### src/rtl/tstat_pkg.sv
package tstat_pkg;
  localparam int NUM_TMR = 3;
  localparam int REG_W   = 16;
  localparam int IRQ_LO  = 0;
  localparam int OVF_LO  = 4;
  localparam int EN_LO   = 8;

  function automatic int f_irq_pos(input int k);
    return IRQ_LO + k;
  endfunction

  function automatic int f_ovf_pos(input int k);
    return OVF_LO + k;
  endfunction

  function automatic int f_en_pos(input int k);
    return EN_LO + 2 * k;
  endfunction

  function automatic int f_dis_pos(input int k);
    return EN_LO + 2 * k + 1;
  endfunction

  // mask of every bit that carries meaning for n timers
  function automatic logic [REG_W-1:0] f_used_mask(input int n);
    logic [REG_W-1:0] m;
    m = '0;
    for (int k = 0; k < n; k++) begin
      m[f_irq_pos(k)] = 1'b1;
      m[f_ovf_pos(k)] = 1'b1;
      m[f_en_pos(k)]  = 1'b1;
      m[f_dis_pos(k)] = 1'b1;
    end
    return m;
  endfunction
endpackage

### src/rtl/tstat_latch.sv
module tstat_latch #(
  parameter int N = 3
) (
  input  logic         clk,
  input  logic         rst,
  input  logic [N-1:0] evt,
  input  logic [N-1:0] clr,
  output logic [N-1:0] q
);
  for (genvar k = 0; k < N; k++) begin : g_bit
    always_ff @(posedge clk) begin
      if (rst) q[k] <= 1'b0;
      else     q[k] <= evt[k] | (q[k] & ~clr[k]);
    end

    p_evt_sets_r2: assert property (@(posedge clk) disable iff (rst)
      evt[k] |=> q[k]);
    p_sticky_r4: assert property (@(posedge clk) disable iff (rst)
      (q[k] && !clr[k]) |=> q[k]);
    p_clear_r4: assert property (@(posedge clk) disable iff (rst)
      (clr[k] && !evt[k]) |=> !q[k]);
    p_evt_beats_clr_r5: assert property (@(posedge clk) disable iff (rst)
      (clr[k] && evt[k]) |=> q[k]);
  end
endmodule

### src/rtl/tstat_en.sv
module tstat_en #(
  parameter int N = 3
) (
  input  logic         clk,
  input  logic         rst,
  input  logic [N-1:0] set,
  input  logic [N-1:0] clr,
  output logic [N-1:0] en
);
  for (genvar k = 0; k < N; k++) begin : g_bit
    always_ff @(posedge clk) begin
      if (rst)         en[k] <= 1'b0;
      else if (clr[k]) en[k] <= 1'b0;
      else if (set[k]) en[k] <= 1'b1;
    end

    p_set_r6: assert property (@(posedge clk) disable iff (rst)
      (set[k] && !clr[k]) |=> en[k]);
    p_dis_wins_r7: assert property (@(posedge clk) disable iff (rst)
      clr[k] |=> !en[k]);
    p_hold_r10: assert property (@(posedge clk) disable iff (rst)
      (!set[k] && !clr[k]) |=> $stable(en[k]));
    p_reset_r1: assert property (@(posedge clk)
      rst |=> !en[k]);
  end
endmodule

### src/rtl/tstat_reg.sv
module tstat_reg
  import tstat_pkg::*;
#(
  parameter int N = NUM_TMR
) (
  input  logic             clk,
  input  logic             rst,
  input  logic             sel,
  input  logic             wr_stb,
  input  logic             rd_stb,
  input  logic [REG_W-1:0] wdata,
  output logic [REG_W-1:0] rdata,
  input  logic [N-1:0]     irq_evt,
  input  logic [N-1:0]     ovf_evt,
  output logic [N-1:0]     irq_o,
  output logic [N-1:0]     ovf_o,
  output logic [N-1:0]     tmr_en_o
);
  localparam logic [REG_W-1:0] USED = f_used_mask(N);

  logic             wr_fire;
  logic             rd_fire;
  logic [N-1:0]     irq_clr, ovf_clr, en_set, en_clr;
  logic [REG_W-1:0] image;
  logic [REG_W-1:0] unused_wbits;

  assign wr_fire      = sel & wr_stb;
  assign rd_fire      = sel & rd_stb;
  assign unused_wbits = wdata & ~USED;

  for (genvar k = 0; k < N; k++) begin : g_dec
    assign irq_clr[k] = wr_fire & wdata[f_irq_pos(k)];
    assign ovf_clr[k] = wr_fire & wdata[f_ovf_pos(k)];
    assign en_set[k]  = wr_fire & wdata[f_en_pos(k)];
    assign en_clr[k]  = wr_fire & wdata[f_dis_pos(k)];
  end

  tstat_latch #(.N(N)) u_irq (
    .clk(clk), .rst(rst), .evt(irq_evt), .clr(irq_clr), .q(irq_o));

  tstat_latch #(.N(N)) u_ovf (
    .clk(clk), .rst(rst), .evt(ovf_evt), .clr(ovf_clr), .q(ovf_o));

  tstat_en #(.N(N)) u_en (
    .clk(clk), .rst(rst), .set(en_set), .clr(en_clr), .en(tmr_en_o));

  always_comb begin
    image = '0;
    for (int k = 0; k < N; k++) begin
      image[f_irq_pos(k)] = irq_o[k];
      image[f_ovf_pos(k)] = ovf_o[k];
      image[f_en_pos(k)]  = tmr_en_o[k];
      image[f_dis_pos(k)] = tmr_en_o[k];
    end
  end

  assign rdata = rd_fire ? image : '0;

  p_idle_bus_r11: assert property (@(posedge clk) disable iff (rst)
    !rd_fire |-> (rdata == '0));
  p_nowrite_r10: assert property (@(posedge clk) disable iff (rst)
    (!wr_fire && irq_evt == '0 && ovf_evt == '0) |=>
      ($stable(irq_o) && $stable(ovf_o) && $stable(tmr_en_o)));
endmodule

### config.mk
export PLATFORM = sky130hd
export DESIGN_NAME = tstat_reg
export DESIGN_NICKNAME = d
export VERILOG_FILES = /design/src/rtl/tstat_pkg.sv /design/src/rtl/tstat_latch.sv /design/src/rtl/tstat_en.sv /design/src/rtl/tstat_reg.sv
export SDC_FILE = /design/constraint.sdc
export NUM_CORES = 1
export LEC_CHECK = 0
export BUFFER_PORTS_ARGS = -buffer_cell sky130_fd_sc_hd__buf_2
export CAP_MARGIN = 10
export CORE_MARGIN = 3
export CORE_UTILIZATION = 33
export DETAILED_ROUTE_END_ITERATION = 12
export PLACE_DENSITY = 0.78
export SYNTH_ARGS = -nofsm -noshare
export SYNTH_HDL_FRONTEND = slang
export SYNTH_SLANG_ARGS = --single-unit
### constraint.sdc
create_clock -name clk -period 1.2 [get_ports clk]
set_clock_uncertainty 0.2 [all_clocks]
set_input_delay 0.24 -clock clk [delete_from_list [all_inputs] [get_ports clk]]
set_output_delay 0.24 -clock clk [all_outputs]
set_load 0.03 [all_outputs]
## After elaboration in Yosys (flattened, before gate mapping)

Index checks and enable logic that the tools add are counted.

- Mux-type cells: 1
- Bitwise gates (word level): 32
- Reduce and logical (&&, ||, !) cells: 3

Operators with widths:

| kind | count |
|---|---|
| $and A1 B1 Y1 | 20 |
| $mux W14 | 1 |
| $not A1 Y1 | 6 |
| $or A1 B1 Y1 | 6 |
| $reduce_or A2 Y1 | 3 |

- Register bits: 9
- Bits of input ports: 27
- Output and inout bits: 25
- Word-level logic and storage cells: 45

## Longest topological paths before layout

Gate-level depths: netlist of run 1.

- Depth in word-level cells: 5
- Depth in mapped cells: 3
- Gate-level depth less buffers: 2

## By module

A second synthesis of run 1 with hierarchy kept.

- Cell total of the unflattened synthesis: 65
- Area, all modules: 501.7 um2

Modules (own cells, without submodules):

| module | times used | cells each | area an instance (um2) | seq. area each (um2) |
|---|---|---|---|---|
| tstat_latch | 2 | 12 | 105.1 | 60.1 |
| tstat_reg | 1 | 32 | 205.2 | 0.0 |
| tstat_en | 1 | 9 | 86.3 | 60.1 |

## Worst setup path before layout of run 1

OpenSTA, ideal clock, no wires.

- Kind: reg2out
- Start point: register u_en.en[1]
- End point: output port rdata[11]
- Arrival: 1.123 ns
- Setup slack: -0.363 ns
- Stages on the path, launching flop included: 3
- Buffers on the path: 1
- Cell sequence: dfxtp_1 and3_1 buf_4

- Cells in the longest elaborated chain, start to end: 1

RTL lines:

| element | line | RTL |
|---|---|---|
| start, declared | tstat_en.sv:8 | `output logic [N-1:0] en` |
| start signal, assigned by index | tstat_en.sv:12 | `if (rst) en[k] <= 1'b0;` |
| start signal, assigned by index | tstat_en.sv:13 | `else if (clr[k]) en[k] <= 1'b0;` |
| start signal, assigned by index | tstat_en.sv:14 | `else if (set[k]) en[k] <= 1'b1;` |
| $mux W14 | tstat_reg.sv:57 | `assign rdata = rd_fire ? image : '0;` |
| end, declared | tstat_reg.sv:12 | `output logic [REG_W-1:0] rdata,` |

Every way passes these cells.

## Worst setup path in the final report of run 1

- Start point: register u_en.en[0]
- End point: output port rdata[9]

Same word-level chain as after synthesis.

==> metrics, run 1 <==
Root Buffer Master clkbuf_4; area of the multi-input gates between 300 and 400 sq um; Synth Cell Area between 500 and 600 sq um; vias in the first global route roughly 510; RSZ-0062 raised after global routing true; Hold WS ~0.024 ns; IO buf count 43; Synth Register Bits 9; Inst Count DP about 110; Die Area between 0.002 and 0.0025 sq mm; status complete, but fails checks; Seq/Total Area, Yosys 0.355; post-route ant nets 0; Routed wire per std cell about 15 um; leak pwr 0.000470 uW; final setup margin -0.182 ns; CP startpoint kind register; register area 199 sq um; PwrDens 887 mW/mm^2; gr usage total 0.152; Pwr Total roughly 860 uW; pin count of the biggest net entering global routing 20; final number of max-transition violations 0; Synth Area per Inst about 9.4 sq um; antenna violations before repair 0; maximum VDD drop 0.628 mV; Reg clk slew, reported paths ~0.060 ns; CTS tree built; final setup fails 19; drt first-iter violations 11; CTS max path bufs 2; first-pass GRT wire length 2210 um; Vias 575; GPL Wtd Cong a little over 0.7; fin nets about 130; maximum fanout along the worst path 3; Fill cells 100; Max-cap violations 0; Detailed Routing Iterations Pass 1 3; H-tree Lvls 1; Finished Layout Cells 116; Post-Synthesis Cells 54; core area between 0.001 and 0.0015 sq mm; failing checks setup timing; worst setup path class reg -> out; clock latency on the worst-skew pair approximately 0.25 ns; synthesis-to-finish area growth 90.9%; DRT Wirelength roughly 1700 um; crit path DAT 0.94 ns; fin crit period between 1 and 1.5 ns; initial core utilization 0.372; Num CTS Buffers 3; DR vias/cell around 5.0; DRC violation count after routing 0; CP required between 0.7 and 0.8 ns; synth unique cells 13; Row Count 13; Yosys warnings 0; Final Hold Vio Count 0; Die X about 45 um; ANT cells 0; Hold/Removal Path Class in -> reg; fin crit share 1.15; Die Y-Extent approximately 45 um; global route total overflow 0; Peak Freq about 720 MHz; layout cells sized above 1 0.743; dpl ws -0.177 ns; CTS Sinks 9; crit path capture type output pin; # IOs between 50 and 60
-- registers in the layout, summed over array words and instances (netlist names) --
name	flops
u_en.en	3
u_ovf.q	3
u_irq.q	3
-- Yosys cell counts (all sizes together) --
| library cell | count | share of area |
|---|---|---|
| buf | 10 | 0.16 |
| nor2 | 6 | 0.044 |
| nor3 | 6 | 0.11 |
| conb | 1 | 0.0074 |
| and4b | 6 | 0.12 |
| clkbuf | 1 | 0.0098 |
| a311oi | 3 | 0.052 |
| a31oi | 3 | 0.037 |
| dfxtp | 9 | 0.35 |
| and3 | 9 | 0.11 |
-- final cells by class --
cell class	instances	area share
Timing Repair Buffer	51	0.437
Multi-Input combinational cell	37	0.311
Sequential cell	9	0.205
Clock buffer	4	0.0271
Tap cell	15	0.0194
-- placed cells by master, fill, tap and decap left out, drive strengths merged --
master and instances:
a311oi 3, dfxtp 9, nor2 6, a31oi 3, clkbuf 5, and4b 6, dlygate4sd3 3, conb 4
nor3 6, buf 47, and3 9
-- cell families (layout without fill, tap and decap cells) --
group                  Yosys count  after routing  share of synthesized area
other                            1              4                    0.00738
AND/OR/NAND/NOR                 27             27                      0.382
flip-flops                       9              9                      0.355
AO/OA/AOI/OAI                    6              6                     0.0887
buffers and inverters           11             55                      0.167
-- stage by stage --
step	instance area [sq um]	utilization	setup TNS, ns
global placement	736	0.538	-2.15
global route	970	0.710	-2.92
finish	970	0.710	-2.29
detailed placement	736	0.538	-2.21
CTS	895	0.655	-1.92
floorplan	589	-	-0.110
-- metal layers --
metal | GRT usage | wire length, um | up-vias
li1 | - | - | 285
met5 | 0 | 0 | -
met4 | 0.105 | 19 | 0
met1 | 0.178 | 699 | 256
met3 | 0.0239 | 177 | 2
met2 | 0.249 | 818 | 32
-- timing repair --
item,4_1_cts,5_1_grt
setup endpoints to repair,21,22
setup buffers,0,4
gates resized for setup,34,13
hold buffers,3,0
pin swaps,0,1
hold endpoints to repair,3,0
-- critical path: stages (launching register included) --
cell and delay [ns]:
dfxtp_4 0.36, and3_4 0.20, buf_6 0.13
-- final timing paths --
kind                                               from                 endpoint  slack, ns  depth (start not counted)
worst min-delay path                         ovf_evt[0]    u_ovf.q[0]$_SDFF_PP0_       0.02                          3
worst max register to register  u_en.en[0]$_SDFFE_PP0P_  u_en.en[0]$_SDFFE_PP0P_       0.17                          2
worst min register to register    u_ovf.q[2]$_SDFF_PP0_    u_ovf.q[2]$_SDFF_PP0_       0.31                          2
worst max-delay path            u_en.en[0]$_SDFFE_PP0P_                 rdata[9]      -0.18                          2
-- report_power, final --
group	switching, uW	internal [uW]
combinational	152	136
sequential	17.9	319
clock	106	128
Power figures use the tool's default switching activity.
==> run 2, diff against run 1 <==
--- a/config.mk
+++ b/config.mk
@@ -13,4 +13,5 @@
 export PLACE_DENSITY = 0.78
 export SYNTH_ARGS = -nofsm -noshare
 export SYNTH_HDL_FRONTEND = slang
+export SYNTH_HIERARCHICAL = 1
 export SYNTH_SLANG_ARGS = --single-unit
==> constraint.sdc (replaced) <==
create_clock -name clk -period 1.28 [get_ports clk]
set_clock_uncertainty 0.2 [all_clocks]
set_input_delay 0.256 -clock clk [delete_from_list [all_inputs] [get_ports clk]]
set_output_delay 0.256 -clock clk [all_outputs]
set_load 0.03 [all_outputs]
==> run 2 against run 1 <==
Effect of this change: utilization fell by 0.46 points; largest power group unchanged; flip-flop and latch count stayed put; final cell count rose by 13%; largest cell class unchanged; via count rose by 7.7%; the flow still finishes with violations (setup timing); combinational power decreased by 7%; sequential power down 7.7%; die area fell by 1.1%; clock power down 7%; non-clock buffer count rose by 3; global-route usage up 1.8 points; routed wire length shrank 8.7%; critical path type unchanged.
==> metrics, run 2 <==
vias in the first global route 571; DR vias/cell 4.73; CTS Sinks 9; Root Buffer Master clkbuf_4; maximum VDD drop slightly below 0.5 mV; Post-synth EDFFs 0; Synth top area share 0.359; Synth Cell Area between 500 and 600 sq um; final instance area a little under 0.001 sq mm; first-pass GRT wire length about 2500 um; # IOs between 50 and 60; CTS max path bufs 2; Num CTS Buffers 3; DRC violation count after routing 0; Post-synth top cells and3_1 (21), dfxtp_1 (9), buf_4 (8); Die X roughly 45 um; Synth Area per Inst 7.72 sq um; FFs w/ async S/R, synth 0; Die Y-Extent approximately 45 um; cell with the most instances after synthesis and3_1; fin crit share 1.08; synth unique cells 11; DP HPWL around 1000 um; failing checks setup timing; Peak Freq slightly above 700 MHz; status complete, but fails checks; Final Hold Vio Count 0; pin count of the biggest net entering global routing 19; CTS Hold Bufs 0; most common cell after layout, fill and taps aside buf_2; R2R Path End u_ovf/q[1]$_SDFF_PP0_; antenna violations before repair 0; gr usage total 0.169; maximum fanout along the worst path 2; Post-Synthesis Cells 65; initial core utilization 0.367; Hold/Removal Path Class in -> reg; Post-synth top flop dfxtp_1; Row Count 13; PwrDens about 830 mW/mm^2; area of the multi-input gates roughly 270 sq um; fin crit period about 1.4 ns; Die Area between 0.002 and 0.0025 sq mm; Vias between 600 and 700; setup TNS -1.03 ns; RR Startpoint u_ovf/q[1]$_SDFF_PP0_; crit path DAT between 0.9 and 1 ns; Largest regs u_en/en: 3 flops, u_irq/q: 3 flops, u_ovf/q: 3 flops; Reg clk slew, reported paths 0.06 ns; Fill cells 98; Synth area leader dfxtp_1; Max-cap violations 0; GPL Wtd Cong about 0.71; drt first-iter violations 6; Synth Register Bits 9; Routed wire per std cell 12.0 um; r2r worst-path depth 4; R2R setup slack between 0.2 and 0.3 ns; worst setup path class reg -> out; min-delay src ovf_evt[0]; DRT Wirelength roughly 1600 um; final setup fails 12; ANT cells 0; post-route ant nets 0; leak pwr 0.000553 uW; final setup margin -0.105 ns; commonest cells after routing, fill and taps aside buf_2 (25), buf_6 (24), and3_1 (12); IO buf count between 40 and 50; Placed Area 723 sq um; Pwr Total approximately 800 uW; fin nets approximately 140; Yosys warnings 6; core area around 0.0014 sq mm; Inst Count DP 118; synthesis-to-finish area growth 92.0%; CP required a little over 0.8 ns; RSZ-0062 raised after global routing true; global route total overflow 0; hold path cells 3; crit path capture type output pin; H-tree Lvls 1; final number of max-transition violations 0; Hold WS between 0.02 and 0.025 ns; clock latency on the worst-skew pair 0.25 ns; Finished Layout Cells about 130; CTS tree built; register area approximately 200 sq um; Seq/Total Area, Yosys 0.359; Detailed Routing Iterations Pass 1 4; CP startpoint kind register; top post-synthesis cells by area dfxtp_1 (36%), and3_1 (26%), buf_4 (12%), nand2b_1 (7.5%), a21oi_1 (6.0%); hold endpoint u_ovf/q[0]$_SDFF_PP0_; layout cells sized above 1 0.647
## run 2: cell types whose count changed in the layout (fill, tap and decap cells not counted), moves of 5 or more
cell and delta:
nand2b_1 +6, and4b_1 -6, and3_1 +12, inv_1 +6, a21oi_1 +6, nor3_2 -5
## run 2: routing by layer
metal	vias up	track usage	share of wire
met2	33	0.282	0.49
met1	274	0.192	0.39
met4	0	0.0702	0.0057
li1	310	-	-
met3	2	0.0637	0.11
met5	-	0	0
## run 2: layout make-up
type                            count  share of cell area
Clock buffer                        4              0.0273
Inverter                            6              0.0234
Multi-Input combinational cell     43               0.277
Sequential cell                     9               0.204
Tap cell                           15              0.0195
Timing Repair Buffer               54               0.449
## run 2: worst max-delay path, cell delays in order (launching register included)
cell and delay (ns):
dfxtp_2 0.33, and3_2 0.21, buf_6 0.13
## run 2: cells by family after synthesis
kind of cell,count (synthesis),synth area share
AO/OA/AOI/OAI,6,0.0599
flip-flops,9,0.359
other,1,0.00747
buffers and inverters,16,0.185
AND/OR/NAND/NOR,33,0.389
## run 2: worst max-delay path by stage
stage	from	to	slack [ns]
2_1_floorplan	u_en/en[1]$_SDFFE_PP0P_	rdata[11]	-0.03
5_1_grt	u_ovf/q[1]$_SDFF_PP0_	rdata[5]	-0.14
6_report	u_ovf/q[1]$_SDFF_PP0_	rdata[5]	-0.11
3_3_place_gp	sel	rdata[12]	-0.07
3_5_place_dp	sel	rdata[9]	-0.08
4_1_cts	u_en/en[0]$_SDFFE_PP0P_	rdata[9]	-0.1
## run 2: power breakdown
part	switching, uW	leakage [uW]	internal (uW)	total (uW)
sequential	11.9	0.0000778	299	311
combinational	139	0.000460	131	270
clock	97.4	0.0000150	120	217
total	248	0.000553	551	798
## run 2: timing repair
item / CTS / global route
setup endpoints to repair: 12 / 19
buffers inserted: 6 / 3
resized for setup: 42 / 7
## run 2: stage by stage
step           worst slack (ns)   util
6_report                 -0.105  0.705
5_1_grt                  -0.141  0.705
4_1_cts                 -0.0969  0.669
3_5_place_dp            -0.0799  0.529
3_3_place_gp            -0.0685  0.529
2_1_floorplan           -0.0287      -
==> run 3, diff against run 2 <==
--- a/config.mk
+++ b/config.mk
@@ -10,7 +10,8 @@
 export CORE_MARGIN = 3
 export CORE_UTILIZATION = 33
 export DETAILED_ROUTE_END_ITERATION = 12
-export PLACE_DENSITY = 0.78
+export PLACE_DENSITY = 0.74
+export SKIP_CTS_REPAIR_TIMING = 1
 export SYNTH_ARGS = -nofsm -noshare
 export SYNTH_HDL_FRONTEND = slang
 export SYNTH_HIERARCHICAL = 1
==> run 3 against run 2 <==
Effect of this change: the run still ends with setup timing left; first-iteration DRC count is 67% lower; die area stayed put; clock power is 2% lower; routed wire length is 9.1% lower; largest cell class unchanged.
==> metrics, run 3 (synthesis gave the netlist of run 2 again) <==
status complete, but fails checks; failing checks setup timing; # IOs 52; hold path cells 3; CTS tree built; global route total overflow 0; final setup fails 12; CP required roughly 0.82 ns; fin crit share 1.07; final setup margin -0.0874 ns; Fill cells ~120; Comb pwr share 0.302; final number of max-transition violations 0; Pint around 520 uW; Hold/Removal Path Class in -> reg; GPL Wtd Cong ~0.66; crit path DAT ~0.91 ns; maximum fanout along the worst path 2; antenna violations before repair 0; Routed wire per std cell between 10 and 15 um; Row Count 13; ANT cells 0; sw power 233 uW; core area around 0.0014 sq mm; maximum VDD drop around 0.45 mV; CP startpoint kind register; fin crit period 1.37 ns; first-pass GRT wire length ~2100 um; CTS Sinks 9; synthesis-to-finish area growth 73.8%; clock group share of total power 0.283; DR vias/cell around 4.8; R2R setup slack around 0.39 ns; leak pwr about 0.0005 uW; Inst Count DP 116; Sw Ratio 0.311; Num CTS Buffers 3; post-route ant nets 0; RSZ-0062 raised after global routing true; Root Buffer Master clkbuf_4; worst setup path class reg -> out; PwrDens roughly 860 mW/mm^2; sequential power share 0.415; IO buf count between 40 and 50; DP HPWL 1030 um; Final Hold Vio Count 0; gr usage total 0.141; most common cell after layout, fill and taps aside buf_2; fin nets roughly 140; area of the multi-input gates 278 sq um; pin count of the biggest net entering global routing 22; RR Startpoint u_irq/q[2]$_SDFF_PP0_; drt first-iter violations 2; Reg clk slew, reported paths 0.06 ns; Die Area 0.00202 sq mm; clock latency on the worst-skew pair between 0.2 and 0.3 ns; initial core utilization 0.367; Peak Freq about 730 MHz; DRC violation count after routing 0; hold endpoint u_ovf/q[0]$_SDFF_PP0_; Die Y-Extent ~45 um; r2r worst-path depth 3; Hold WS between 0.02 and 0.025 ns; Vias around 590; vias in the first global route 540; min-delay src ovf_evt[0]; Pwr Total 750 uW; DRT Wirelength around 1400 um; Detailed Routing Iterations Pass 1 2; CTS max path bufs 2; register area between 150 and 200 sq um; crit path capture type output pin; fin util 0.638; Finished Layout Cells 123; H-tree Lvls 1; commonest cells after routing, fill and taps aside buf_2 (27), buf_6 (14), and3_1 (12); Largest regs u_en/en: 3 flops, u_irq/q: 3 flops, u_ovf/q: 3 flops; layout cells sized above 1 0.620; Max-cap violations 0; R2R Path End u_irq/q[2]$_SDFF_PP0_; Die X around 45 um
==> run 3: power groups by stage <==
stage          Combinational, uW  Sequential, uW  Clock, uW
2_1_floorplan               97.4             350          0
3_3_place_gp                 189             313          0
3_5_place_dp                 191             315          0
4_1_cts                      192             308        225
5_1_grt                      245             314        246
6_report                     226             311        212
==> run 3: area by class of cell <==
type,instances,share of cell area
Inverter,6,0.0258
Clock buffer,4,0.0301
Sequential cell,9,0.225
Tap cell,15,0.0215
Multi-Input combinational cell,43,0.319
Timing Repair Buffer,46,0.379
==> run 3: how the worst max path moves through the flow <==
| stage | depth (start not counted) | from | end |
|---|---|---|---|
| 4_1_cts | 2 | u_en/en[0]$_SDFFE_PP0P_ | rdata[8] |
| 2_1_floorplan | 2 | u_en/en[1]$_SDFFE_PP0P_ | rdata[11] |
| 3_5_place_dp | 3 | sel | rdata[13] |
| 3_3_place_gp | 3 | sel | rdata[13] |
| 5_1_grt | 2 | u_en/en[2]$_SDFFE_PP0P_ | rdata[13] |
| 6_report | 2 | u_irq/q[1]$_SDFF_PP0_ | rdata[1] |
==> run 3: routing by layer <==
layer	track usage	up-vias	part of all wire
met5	0	-	0
met4	0.0877	0	0.013
met3	0.0279	2	0.091
met2	0.254	29	0.54
met1	0.146	267	0.35
li1	-	290	-
==> run 3: critical path: stages (launching register included) <==
cell and delay (ns):
dfxtp_2 0.32, and3_2 0.21, buf_6 0.13
==> run 3: metrics by stage <==
stage                     instance area [sq um]  setup TNS (ns)  setup slack, ns
after floorplan                             544         -0.0287          -0.0287
after global placement                      708           -1.19           -0.106
after detailed placement                    708           -1.41           -0.130
after CTS                                   734           -1.65           -0.144
after global routing                        872           -1.52           -0.128
final                                       872          -0.915          -0.0874
